### src/rtl/gpio_bank_pkg.sv
package gpio_bank_pkg;

    localparam int BUS_W  = 32;
    localparam int ADDR_W = 4;

    typedef enum logic [ADDR_W-1:0] {
        REG_DIR = 4'd0,
        REG_SET = 4'd1,
        REG_CLR = 4'd2,
        REG_IN  = 4'd3
    } reg_sel_e;

    typedef struct packed {
        logic dir_we;
        logic set_we;
        logic clr_we;
    } wr_strobe_t;

    function automatic wr_strobe_t decode_wr(input logic we, input logic [ADDR_W-1:0] a);
        wr_strobe_t s;
        s.dir_we = we && (a == REG_DIR);
        s.set_we = we && (a == REG_SET);
        s.clr_we = we && (a == REG_CLR);
        return s;
    endfunction

endpackage

### src/rtl/gpio_dir_reg.sv
module gpio_dir_reg #(
    parameter int NUM_LINES = 32
) (
    input  logic                 clk,
    input  logic                 rst,
    input  logic                 we,
    input  logic [NUM_LINES-1:0] wdata,
    output logic [NUM_LINES-1:0] dir_q,
    output logic [NUM_LINES-1:0] oe
);
    // a set bit marks the line as an input
    always_ff @(posedge clk) begin
        if (rst)     dir_q <= '1;
        else if (we) dir_q <= wdata;
    end

    assign oe = ~dir_q;
endmodule

### src/rtl/gpio_out_latch.sv
module gpio_out_latch #(
    parameter int NUM_LINES = 32
) (
    input  logic                 clk,
    input  logic                 rst,
    input  logic                 set_we,
    input  logic                 clr_we,
    input  logic [NUM_LINES-1:0] wdata,
    output logic [NUM_LINES-1:0] lat_q
);
    logic [NUM_LINES-1:0] lat_d;

    always_comb begin
        lat_d = lat_q;
        if (set_we) lat_d = lat_q | wdata;
        if (clr_we) lat_d = lat_q & ~wdata;
    end

    always_ff @(posedge clk) begin
        if (rst) lat_q <= '0;
        else     lat_q <= lat_d;
    end
endmodule

### src/rtl/gpio_in_sync.sv
module gpio_in_sync #(
    parameter int NUM_LINES = 32,
    parameter int STAGES    = 2
) (
    input  logic                 clk,
    input  logic                 rst,
    input  logic [NUM_LINES-1:0] async_in,
    output logic [NUM_LINES-1:0] sync_out
);
    logic [NUM_LINES-1:0] stg [STAGES];

    for (genvar s = 0; s < STAGES; s++) begin : g_stage
        if (s == 0) begin : g_first
            always_ff @(posedge clk) begin
                if (rst) stg[s] <= '0;
                else     stg[s] <= async_in;
            end
        end else begin : g_next
            always_ff @(posedge clk) begin
                if (rst) stg[s] <= '0;
                else     stg[s] <= stg[s-1];
            end
        end
    end

    assign sync_out = stg[STAGES-1];
endmodule

### src/rtl/gpio_bank.sv
module gpio_bank
    import gpio_bank_pkg::*;
#(
    parameter int NUM_LINES   = 32,
    parameter int SYNC_STAGES = 2
) (
    input  logic                 clk,
    input  logic                 rst,
    input  logic [ADDR_W-1:0]    bus_addr,
    input  logic                 bus_we,
    input  logic [BUS_W-1:0]     bus_wdata,
    output logic [BUS_W-1:0]     bus_rdata,
    input  logic [NUM_LINES-1:0] pad_in,
    output logic [NUM_LINES-1:0] pad_out,
    output logic [NUM_LINES-1:0] pad_oe
);
    wr_strobe_t           strb;
    logic [NUM_LINES-1:0] wd;
    logic [NUM_LINES-1:0] dir_q;
    logic [NUM_LINES-1:0] lat_q;
    logic [NUM_LINES-1:0] in_q;
    logic [NUM_LINES-1:0] rd_sel;

    assign strb = decode_wr(bus_we, bus_addr);
    assign wd   = bus_wdata[NUM_LINES-1:0];

    gpio_dir_reg #(.NUM_LINES(NUM_LINES)) u_dir (
        .clk(clk), .rst(rst), .we(strb.dir_we), .wdata(wd),
        .dir_q(dir_q), .oe(pad_oe)
    );

    gpio_out_latch #(.NUM_LINES(NUM_LINES)) u_lat (
        .clk(clk), .rst(rst), .set_we(strb.set_we), .clr_we(strb.clr_we),
        .wdata(wd), .lat_q(lat_q)
    );

    gpio_in_sync #(.NUM_LINES(NUM_LINES), .STAGES(SYNC_STAGES)) u_sync (
        .clk(clk), .rst(rst), .async_in(pad_in), .sync_out(in_q)
    );

    assign pad_out = lat_q;

    always_comb begin
        case (bus_addr)
            REG_DIR:          rd_sel = dir_q;
            REG_SET, REG_CLR: rd_sel = lat_q;
            REG_IN:           rd_sel = in_q;
            default:          rd_sel = '0;
        endcase
        bus_rdata                = '0;
        bus_rdata[NUM_LINES-1:0] = rd_sel;
    end
endmodule

### config.mk
export PLATFORM = sky130hd
export DESIGN_NAME = gpio_bank
export DESIGN_NICKNAME = d
export VERILOG_FILES = /design/src/rtl/gpio_bank_pkg.sv /design/src/rtl/gpio_dir_reg.sv /design/src/rtl/gpio_out_latch.sv /design/src/rtl/gpio_in_sync.sv /design/src/rtl/gpio_bank.sv
export SDC_FILE = /design/constraint.sdc
export NUM_CORES = 1
export LEC_CHECK = 0
export BUFFER_PORTS_ARGS = -buffer_cell sky130_fd_sc_hd__buf_4
export CORE_MARGIN = 10
export CORE_UTILIZATION = 56
export CTS_BUF_LIST = sky130_fd_sc_hd__clkbuf_8
export CTS_CLUSTER_SIZE = 16
export DETAILED_ROUTE_END_ITERATION = 8
export GPL_TIMING_DRIVEN = 1
export PLACE_DENSITY = 0.84
export SYNTH_ARGS = -nofsm -noshare
export SYNTH_HDL_FRONTEND = slang
export SYNTH_SLANG_ARGS = --single-unit
export TNS_END_PERCENT = 50
### constraint.sdc
create_clock -name clk -period 2.3 [get_ports clk]
set_input_delay 0.46 -clock clk [delete_from_list [all_inputs] [get_ports clk]]
set_output_delay 0.46 -clock clk [all_outputs]
set_load 0.01 [all_outputs]
==> qor.log, run 1 <==
qor: sta.slew_headroom 53.3%
qor: power_and_ir_drop.combPwrFrac 11.8%
qor: logic_synthesis.async_reset_ff_share 0%
qor: placement.preCtsSetupSlack 0.183 ns
qor: critical_path.r2r-start u_dir.dir_q[19]
qor: logic_synthesis.synth_top_area_share 52.0%
qor: logic_synthesis.synth.cells.most_frequent sky130_fd_sc_hd__dfxtp_1 (128), sky130_fd_sc_hd__nor2b_1 (64)
qor: floorplanning.rows 34
qor: critical_path.cp_slowest_stage_delay 0.40 ns
qor: logic_synthesis.ys_seq_elements 128
qor: min_path.worstHoldPathCells 2
qor: clock_network.post_cts_buffers 0
qor: power_and_ir_drop.seq_power_share 49.0%
qor: min_path.hold_path.startpoint bus_wdata[29]
qor: logic_synthesis.synth.largest_area_cell sky130_fd_sc_hd__dfxtp_1
qor: critical_path.rr_worst_depth 3
qor: power_and_ir_drop.internal-power 3.44 mW
qor: layout.ff_latch_area 0.00256 mm^2
qor: floorplanning.floorplan.io_pins 167
qor: layout.number_of_nets_at_the_end_of_the_flow 688
qor: logic_synthesis.postSynthCellCount 474
qor: power_and_ir_drop.power-per-cell-area 714 mW/mm^2
qor: sta.worst_clock_skew 0.0107 ns
qor: global_route.global_routing_usage_summed_across_all_routing_layers 21.2%
qor: status.outcome finished, final reports clean
qor: routing.drt.antenna.violating_nets 0
qor: routing.postRouteWirelength 14.2 mm
qor: clock_network.cts_max_level 4
qor: power_and_ir_drop.power_switching_share 27.4%
qor: clock_network.clk_pin_slew_worst_paths 0.08 ns
qor: logic_synthesis.yosys_warnings 0
qor: routing.post_drt_wl_per_cell 19.2 um
qor: floorplanning.dieArea 0.0130 mm^2
qor: power_and_ir_drop.clkPwrFrac 39.1%
qor: routing.detailedRoute.firstIterationViolations 475
qor: clock_network.source_to_sink_clock_delay_at_the_later_pin_of_the_worst_skew_pair 0.42 ns
qor: sta.worst_slack 0.169 ns
qor: power_and_ir_drop.power.ir.vdd_worst 0.000470 V
qor: layout.area_growth 34.6%
qor: min_path.worstHoldPathType in -> reg
qor: placement.gp_routability_congestion 0.807
qor: routing.vias_per_cell 5.96
qor: logic_synthesis.sequential_share_of_the_synthesized_area 52.0%
qor: logic_synthesis.yosysMostFrequentCell sky130_fd_sc_hd__dfxtp_1
qor: global_route.grt_pass1_wl 22.4 mm
qor: critical_path.crit_required 1.84 ns
qor: run.drv_cap 0
qor: power_and_ir_drop.power_switching 1.30 mW
qor: clock_network.hold_bufs_at_cts 0
qor: routing.drt-pass1-iter-count 8
qor: clock_network.ctsResizeCount 0
qor: critical_path.crit_slowest_cell sky130_fd_sc_hd__a222oi_1
qor: placement.numPlacedInstances 706
qor: clock_network.clock_sink_count 128
qor: routing.post-route-drc-count 0
qor: sta.fin_crit 2.13 ns
qor: sta.report.final.hold_viol_count 0
qor: layout.multi_input_combinational_cell_area 0.00200 mm^2
qor: critical_path.crit_path_frequent_cell sky130_fd_sc_hd__buf_4
qor: layout.final-instance-count-excl-fill 738
qor: critical_path.critical_path.cell_chain buf_4 -> xor2_4 -> buf_12 -> a222oi_1 -> nor2_1 -> buf_4
qor: layout.num-fill-cells 588
qor: global_route.overflow 0
qor: logic_synthesis.syn_avg_cell_area 10.4 um^2
qor: sta.summed_negative_setup_slack_over_all_endpoints 0 ns
qor: sta.setup_violations 0
qor: logic_synthesis.synth_enable_flop_cells 0
qor: critical_path.critPathKind in -> out
qor: placement.port_buffers 166
qor: critical_path.cp-end-kind primary output
qor: power_and_ir_drop.power.leakage 2.90 nW
qor: global_route.grt_pass1_vias 4420
qor: critical_path.setup.reg_to_reg.worst_slack 1.38 ns
qor: floorplanning.floorplan.core_area 0.00864 mm^2
qor: critical_path.cp_data_arrival_time 1.67 ns
qor: critical_path.reg2reg_to u_dir.dir_q[19]
qor: sta.clock.fmax 469 MHz
qor: logic_synthesis.synth_top_cells_by_area sky130_fd_sc_hd__dfxtp_1 (52%), sky130_fd_sc_hd__a211oi_2 (8.1%), sky130_fd_sc_hd__nor2b_1 (8.1%)
qor: placement.place_hpwl 9.65 mm
qor: clock_network.cts_root_buffer sky130_fd_sc_hd__clkbuf_8
qor: critical_path.critPathMaxFanout 34
qor: sta.grt_setup_unrepaired false
qor: logic_synthesis.synth_nets 545
qor: floorplanning.floorplan.die.width 114 um
qor: layout.post_route_cells_drive_above_1_share 38.7%
qor: critical_path.start_kind input pin
qor: power_and_ir_drop.report.power.total 4.74 mW
qor: layout.layout.core_utilization 76.8%
qor: sta.min_period_over_period 92.7%
qor: logic_synthesis.synth.lib_cells_used.distinct 20
qor: layout.num_antenna_cells 0
qor: sta.pins_over_slew_limit 0
qor: clock_network.clock_tree.buffer_depth 2
qor: floorplanning.initial_core_util 57.1%
qor: floorplanning.die-height 114 um
qor: clock_network.cts_tree yes
qor: global_route.grt_max_degree 76
qor: global_route.antenna_violations_before_repair 0
qor: sta.tightest_slew 0.701 ns
qor: routing.vias 4397
qor: clock_network.tritoncts.num_buffers 17
qor: logic_synthesis.postSynth.topFlopCell sky130_fd_sc_hd__dfxtp_1
qor: logic_synthesis.synthesis.area 0.00493 mm^2
## power groups by stage
stage / logic [mW] / registers (mW) / clock network [mW]
4_1_cts: 0.560 / 2.32 / 1.89
5_1_grt: 0.605 / 2.33 / 1.98
3_5_place_dp: 0.557 / 2.38 / 0
6_report: 0.560 / 2.32 / 1.86
2_1_floorplan: 0.292 / 2.37 / 0
3_3_place_gp: 0.543 / 2.37 / 0
## metrics by stage
| stage | area (um^2) | hold slack, ns |
|---|---|---|
| 6_report | 6640 | 0.230 |
| 3_3_place_gp | 6250 | 0.416 |
| 4_1_cts | 6640 | 0.205 |
| 3_5_place_dp | 6250 | 0.425 |
| 5_1_grt | 6640 | 0.198 |
| 2_1_floorplan | 4930 | 0.414 |
## cells by family after synthesis
| group | after synthesis | synth area share [%] |
|---|---|---|
| buf+inv | 84 | 7.69 |
| xor+xnor | 1 | 0.558 |
| compound gates | 160 | 28.4 |
| simple gates | 101 | 11.4 |
| flops | 128 | 52.0 |
## placed cells by master (no fill, tap or decap)
| master | synthesis | layout |
|---|---|---|
| sky130_fd_sc_hd__nor2b_1 | 64 | 64 |
| sky130_fd_sc_hd__inv_6 | 0 | 7 |
| sky130_fd_sc_hd__a222oi_1 | 32 | 32 |
| sky130_fd_sc_hd__a21oi_1 | 32 | 32 |
| sky130_fd_sc_hd__clkinv_4 | 0 | 3 |
| sky130_fd_sc_hd__clkbuf_8 | 0 | 17 |
| sky130_fd_sc_hd__inv_1 | 32 | 33 |
| sky130_fd_sc_hd__nor2_1 | 32 | 32 |
| sky130_fd_sc_hd__inv_8 | 0 | 1 |
| sky130_fd_sc_hd__and3b_2 | 0 | 1 |
| sky130_fd_sc_hd__xor2_4 | 1 | 1 |
| sky130_fd_sc_hd__buf_4 | 1 | 167 |
| sky130_fd_sc_hd__a211oi_2 | 32 | 32 |
| sky130_fd_sc_hd__nor2_4 | 0 | 1 |
| sky130_fd_sc_hd__a311o_1 | 32 | 32 |
| sky130_fd_sc_hd__clkinvlp_4 | 0 | 2 |
| sky130_fd_sc_hd__a31oi_1 | 32 | 32 |
| sky130_fd_sc_hd__buf_12 | 0 | 9 |
| sky130_fd_sc_hd__and2_1 | 0 | 1 |
| sky130_fd_sc_hd__bufinv_16 | 0 | 1 |
| sky130_fd_sc_hd__or2_2 | 1 | 1 |
| sky130_fd_sc_hd__nor3b_4 | 0 | 1 |
| sky130_fd_sc_hd__dfxtp_1 | 128 | 128 |
## area by class of cell
| type | count | area share (%) |
|---|---|---|
| inverter | 32 | 1.81 |
| clock buffer | 17 | 3.53 |
| sequential | 128 | 38.6 |
| timing repair buffer | 176 | 21.6 |
| multi-input combinational | 262 | 30.2 |
| tap | 108 | 2.04 |
| clock inverter | 15 | 2.23 |
## worst max-delay path: cells and delay by family
family	cells	cell delay, ns
xor+xnor	1	0.20
simple gates	1	0.09
compound gates	1	0.40
buf+inv	3	0.52
## how the worst max path moves through the flow
stage                startpoint             to  slack, ns
finish              bus_addr[1]   bus_rdata[1]       0.17
global route        bus_addr[1]  bus_rdata[14]       0.10
CTS                 bus_addr[1]   bus_rdata[1]       0.18
detailed placement  bus_addr[0]  bus_rdata[19]       0.18
global placement    bus_addr[0]  bus_rdata[19]       0.18
floorplan           bus_addr[1]  bus_rdata[16]       0.48
## metal layers
layer  vias to the layer above  part of all wire [%]  track usage [%]
li1                       2038                     -                -
met1                      2116                    38             23.8
met2                       216                    51             36.0
met3                        27                   8.5             7.51
met4                         0                   2.3             8.27
met5                         -                     0                0
(Power assumes the default switching activity.)
==> inputs of run 2 (changes only) <==
- RECOVER_POWER: unset -> 100
==> run 2 against run 1 <==
Clock skew is essentially flat. First-iteration DRC count increased by 0.42%. Setup slack improved by 0.020 ns. Register-to-register slack lost 0.02 ns. Global-route usage did not move. Critical path depth did not move. Fmax is 0.93% higher. Critical path type unchanged.
==> qor.log, run 2 (same netlist as run 1, synthesis figures left out) <==
qor: status.outcome finished, final reports clean
qor: clock_network.cts_root_buffer sky130_fd_sc_hd__clkbuf_8
qor: floorplanning.floorplan.core_area 0.00864 mm^2
qor: global_route.global_routing_usage_summed_across_all_routing_layers 21.2%
qor: placement.place_hpwl 9.65 mm
qor: min_path.worstHoldPathCells 2
qor: global_route.grt_max_degree 76
qor: clock_network.source_to_sink_clock_delay_at_the_later_pin_of_the_worst_skew_pair 0.42 ns
qor: sta.setup_violations 0
qor: sta.fin_crit 2.11 ns
qor: critical_path.r2r-start u_dir.dir_q[19]
qor: routing.detailedRoute.firstIterationViolations 477
qor: critical_path.setup.reg_to_reg.worst_slack 1.36 ns
qor: power_and_ir_drop.internal-power 3.39 mW
qor: layout.number_of_nets_at_the_end_of_the_flow 688
qor: critical_path.cp-end-kind primary output
qor: floorplanning.floorplan.die.width 114 um
qor: sta.worst_clock_skew 0.0111 ns
qor: clock_network.cts_tree yes
qor: min_path.hold_path.startpoint bus_wdata[29]
qor: global_route.grt_pass1_vias 4420
qor: clock_network.post_cts_buffers 0
qor: clock_network.hold_bufs_at_cts 0
qor: power_and_ir_drop.clkPwrFrac 39.7%
qor: power_and_ir_drop.seq_power_share 49.7%
qor: power_and_ir_drop.power-per-cell-area 769 mW/mm^2
qor: sta.grt_setup_unrepaired false
qor: layout.post_route_cells_drive_above_1_share 18.7%
qor: clock_network.tritoncts.num_buffers 17
qor: global_route.grt_pass1_wl 22.4 mm
qor: routing.post-route-drc-count 0
qor: critical_path.critPathKind in -> out
qor: power_and_ir_drop.combPwrFrac 10.6%
qor: floorplanning.floorplan.io_pins 167
qor: placement.gp_routability_congestion 0.807
qor: critical_path.cp_slowest_stage_delay 0.40 ns
qor: power_and_ir_drop.power.leakage 2.46 nW
qor: critical_path.rr_worst_depth 3
qor: routing.drt-pass1-iter-count 8
qor: layout.num-fill-cells 742
qor: sta.pins_over_slew_limit 0
qor: critical_path.critical_path.cell_chain buf_4 -> xor2_4 -> buf_12 -> a222oi_1 -> nor2_1 -> clkbuf_1
qor: critical_path.crit_required 1.84 ns
qor: critical_path.critPathMaxFanout 34
qor: critical_path.critPathTopFamily buffers and inverters
qor: routing.post_drt_wl_per_cell 19.2 um
qor: global_route.antenna_violations_before_repair 0
qor: sta.fin_worst_hold_slack 0.231 ns
qor: power_and_ir_drop.power.ir.vdd_worst 0.000474 V
qor: clock_network.clock_tree.buffer_depth 2
qor: clock_network.cts_max_level 4
qor: critical_path.start_kind input pin
qor: layout.layout.core_utilization 70.4%
qor: min_path.worstHoldPathType in -> reg
qor: power_and_ir_drop.report.power.total 4.68 mW
qor: sta.summed_negative_setup_slack_over_all_endpoints 0 ns
qor: sta.report.final.hold_viol_count 0
qor: floorplanning.die-height 114 um
qor: power_and_ir_drop.power_switching 1.28 mW
qor: critical_path.reg2reg_to u_dir.dir_q[19]
qor: placement.port_buffers 166
qor: routing.drt.antenna.violating_nets 0
qor: power_and_ir_drop.power_switching_share 27.4%
qor: routing.postRouteWirelength 14.2 mm
qor: layout.area_growth 23.3%
qor: sta.tightest_slew 1.16 ns
qor: floorplanning.rows 34
qor: sta.slew_headroom 22.7%
qor: layout.num_antenna_cells 0
qor: floorplanning.initial_core_util 57.1%
qor: run.drv_cap 0
qor: clock_network.clk_pin_slew_worst_paths 0.08 ns
qor: critical_path.crit_slowest_cell sky130_fd_sc_hd__a222oi_1
qor: clock_network.ctsResizeCount 0
qor: critical_path.cp_data_arrival_time 1.65 ns
qor: floorplanning.dieArea 0.0130 mm^2
qor: sta.clock.fmax 474 MHz
qor: clock_network.clock_sink_count 128
qor: layout.layout.cells.most_common sky130_fd_sc_hd__dfxtp_1
qor: layout.final_cell_mix sky130_fd_sc_hd__dfxtp_1 (128), sky130_fd_sc_hd__clkbuf_1 (96), sky130_fd_sc_hd__buf_4 (71)
qor: global_route.overflow 0
qor: routing.vias 4376
qor: sta.min_period_over_period 91.8%
qor: routing.vias_per_cell 5.93
qor: critical_path.cp.depth 6
qor: critical_path.path_buf_inv 3
-- run 2: area by class of cell --
cell class / instances / area (um^2) / area share [%]
repair buffers: 176 / 1030 / 16.9
inverters: 32 / 120 / 1.97
flip-flops and latches: 128 / 2560 / 42.1
well taps: 108 / 135 / 2.22
clock buffers: 17 / 234 / 3.85
multi-input cells: 262 / 1860 / 30.5
clock inverters: 15 / 148 / 2.43
-- run 2: metrics by stage --
step                cells  worst slack [ns]  cell area (um^2)
floorplan             474             0.477              4930
global placement      706             0.175              6250
detailed placement    706             0.183              6250
CTS                   738             0.178              6640
global route          738             0.115              6080
finish                738             0.189              6080
-- run 2: layer usage --
layer  GRT usage (%)  vias up  part of all wire [%]  wire (um)
li1                -     2041                     -          -
met1            23.8     2093                    38       5360
met2            36.0      214                    51       7310
met3            7.51       28                   8.3       1180
met4            8.27        0                   2.4        346
met5               0        -                     0          0
-- run 2: how the worst max path moves through the flow --
stage	end	start	slack, ns
3_3_place_gp	bus_rdata[19]	bus_addr[0]	0.18
4_1_cts	bus_rdata[1]	bus_addr[1]	0.18
5_1_grt	bus_rdata[14]	bus_addr[1]	0.12
2_1_floorplan	bus_rdata[16]	bus_addr[1]	0.48
3_5_place_dp	bus_rdata[19]	bus_addr[0]	0.18
6_report	bus_rdata[1]	bus_addr[1]	0.19
-- run 2: power by group through the flow --
| stage | registers [mW] | logic [mW] | clock network, mW |
|---|---|---|---|
| global placement | 2.37 | 0.543 | 0 |
| floorplan | 2.37 | 0.292 | 0 |
| detailed placement | 2.38 | 0.557 | 0 |
| finish | 2.32 | 0.497 | 1.86 |
| global route | 2.33 | 0.541 | 1.98 |
| CTS | 2.32 | 0.560 | 1.89 |
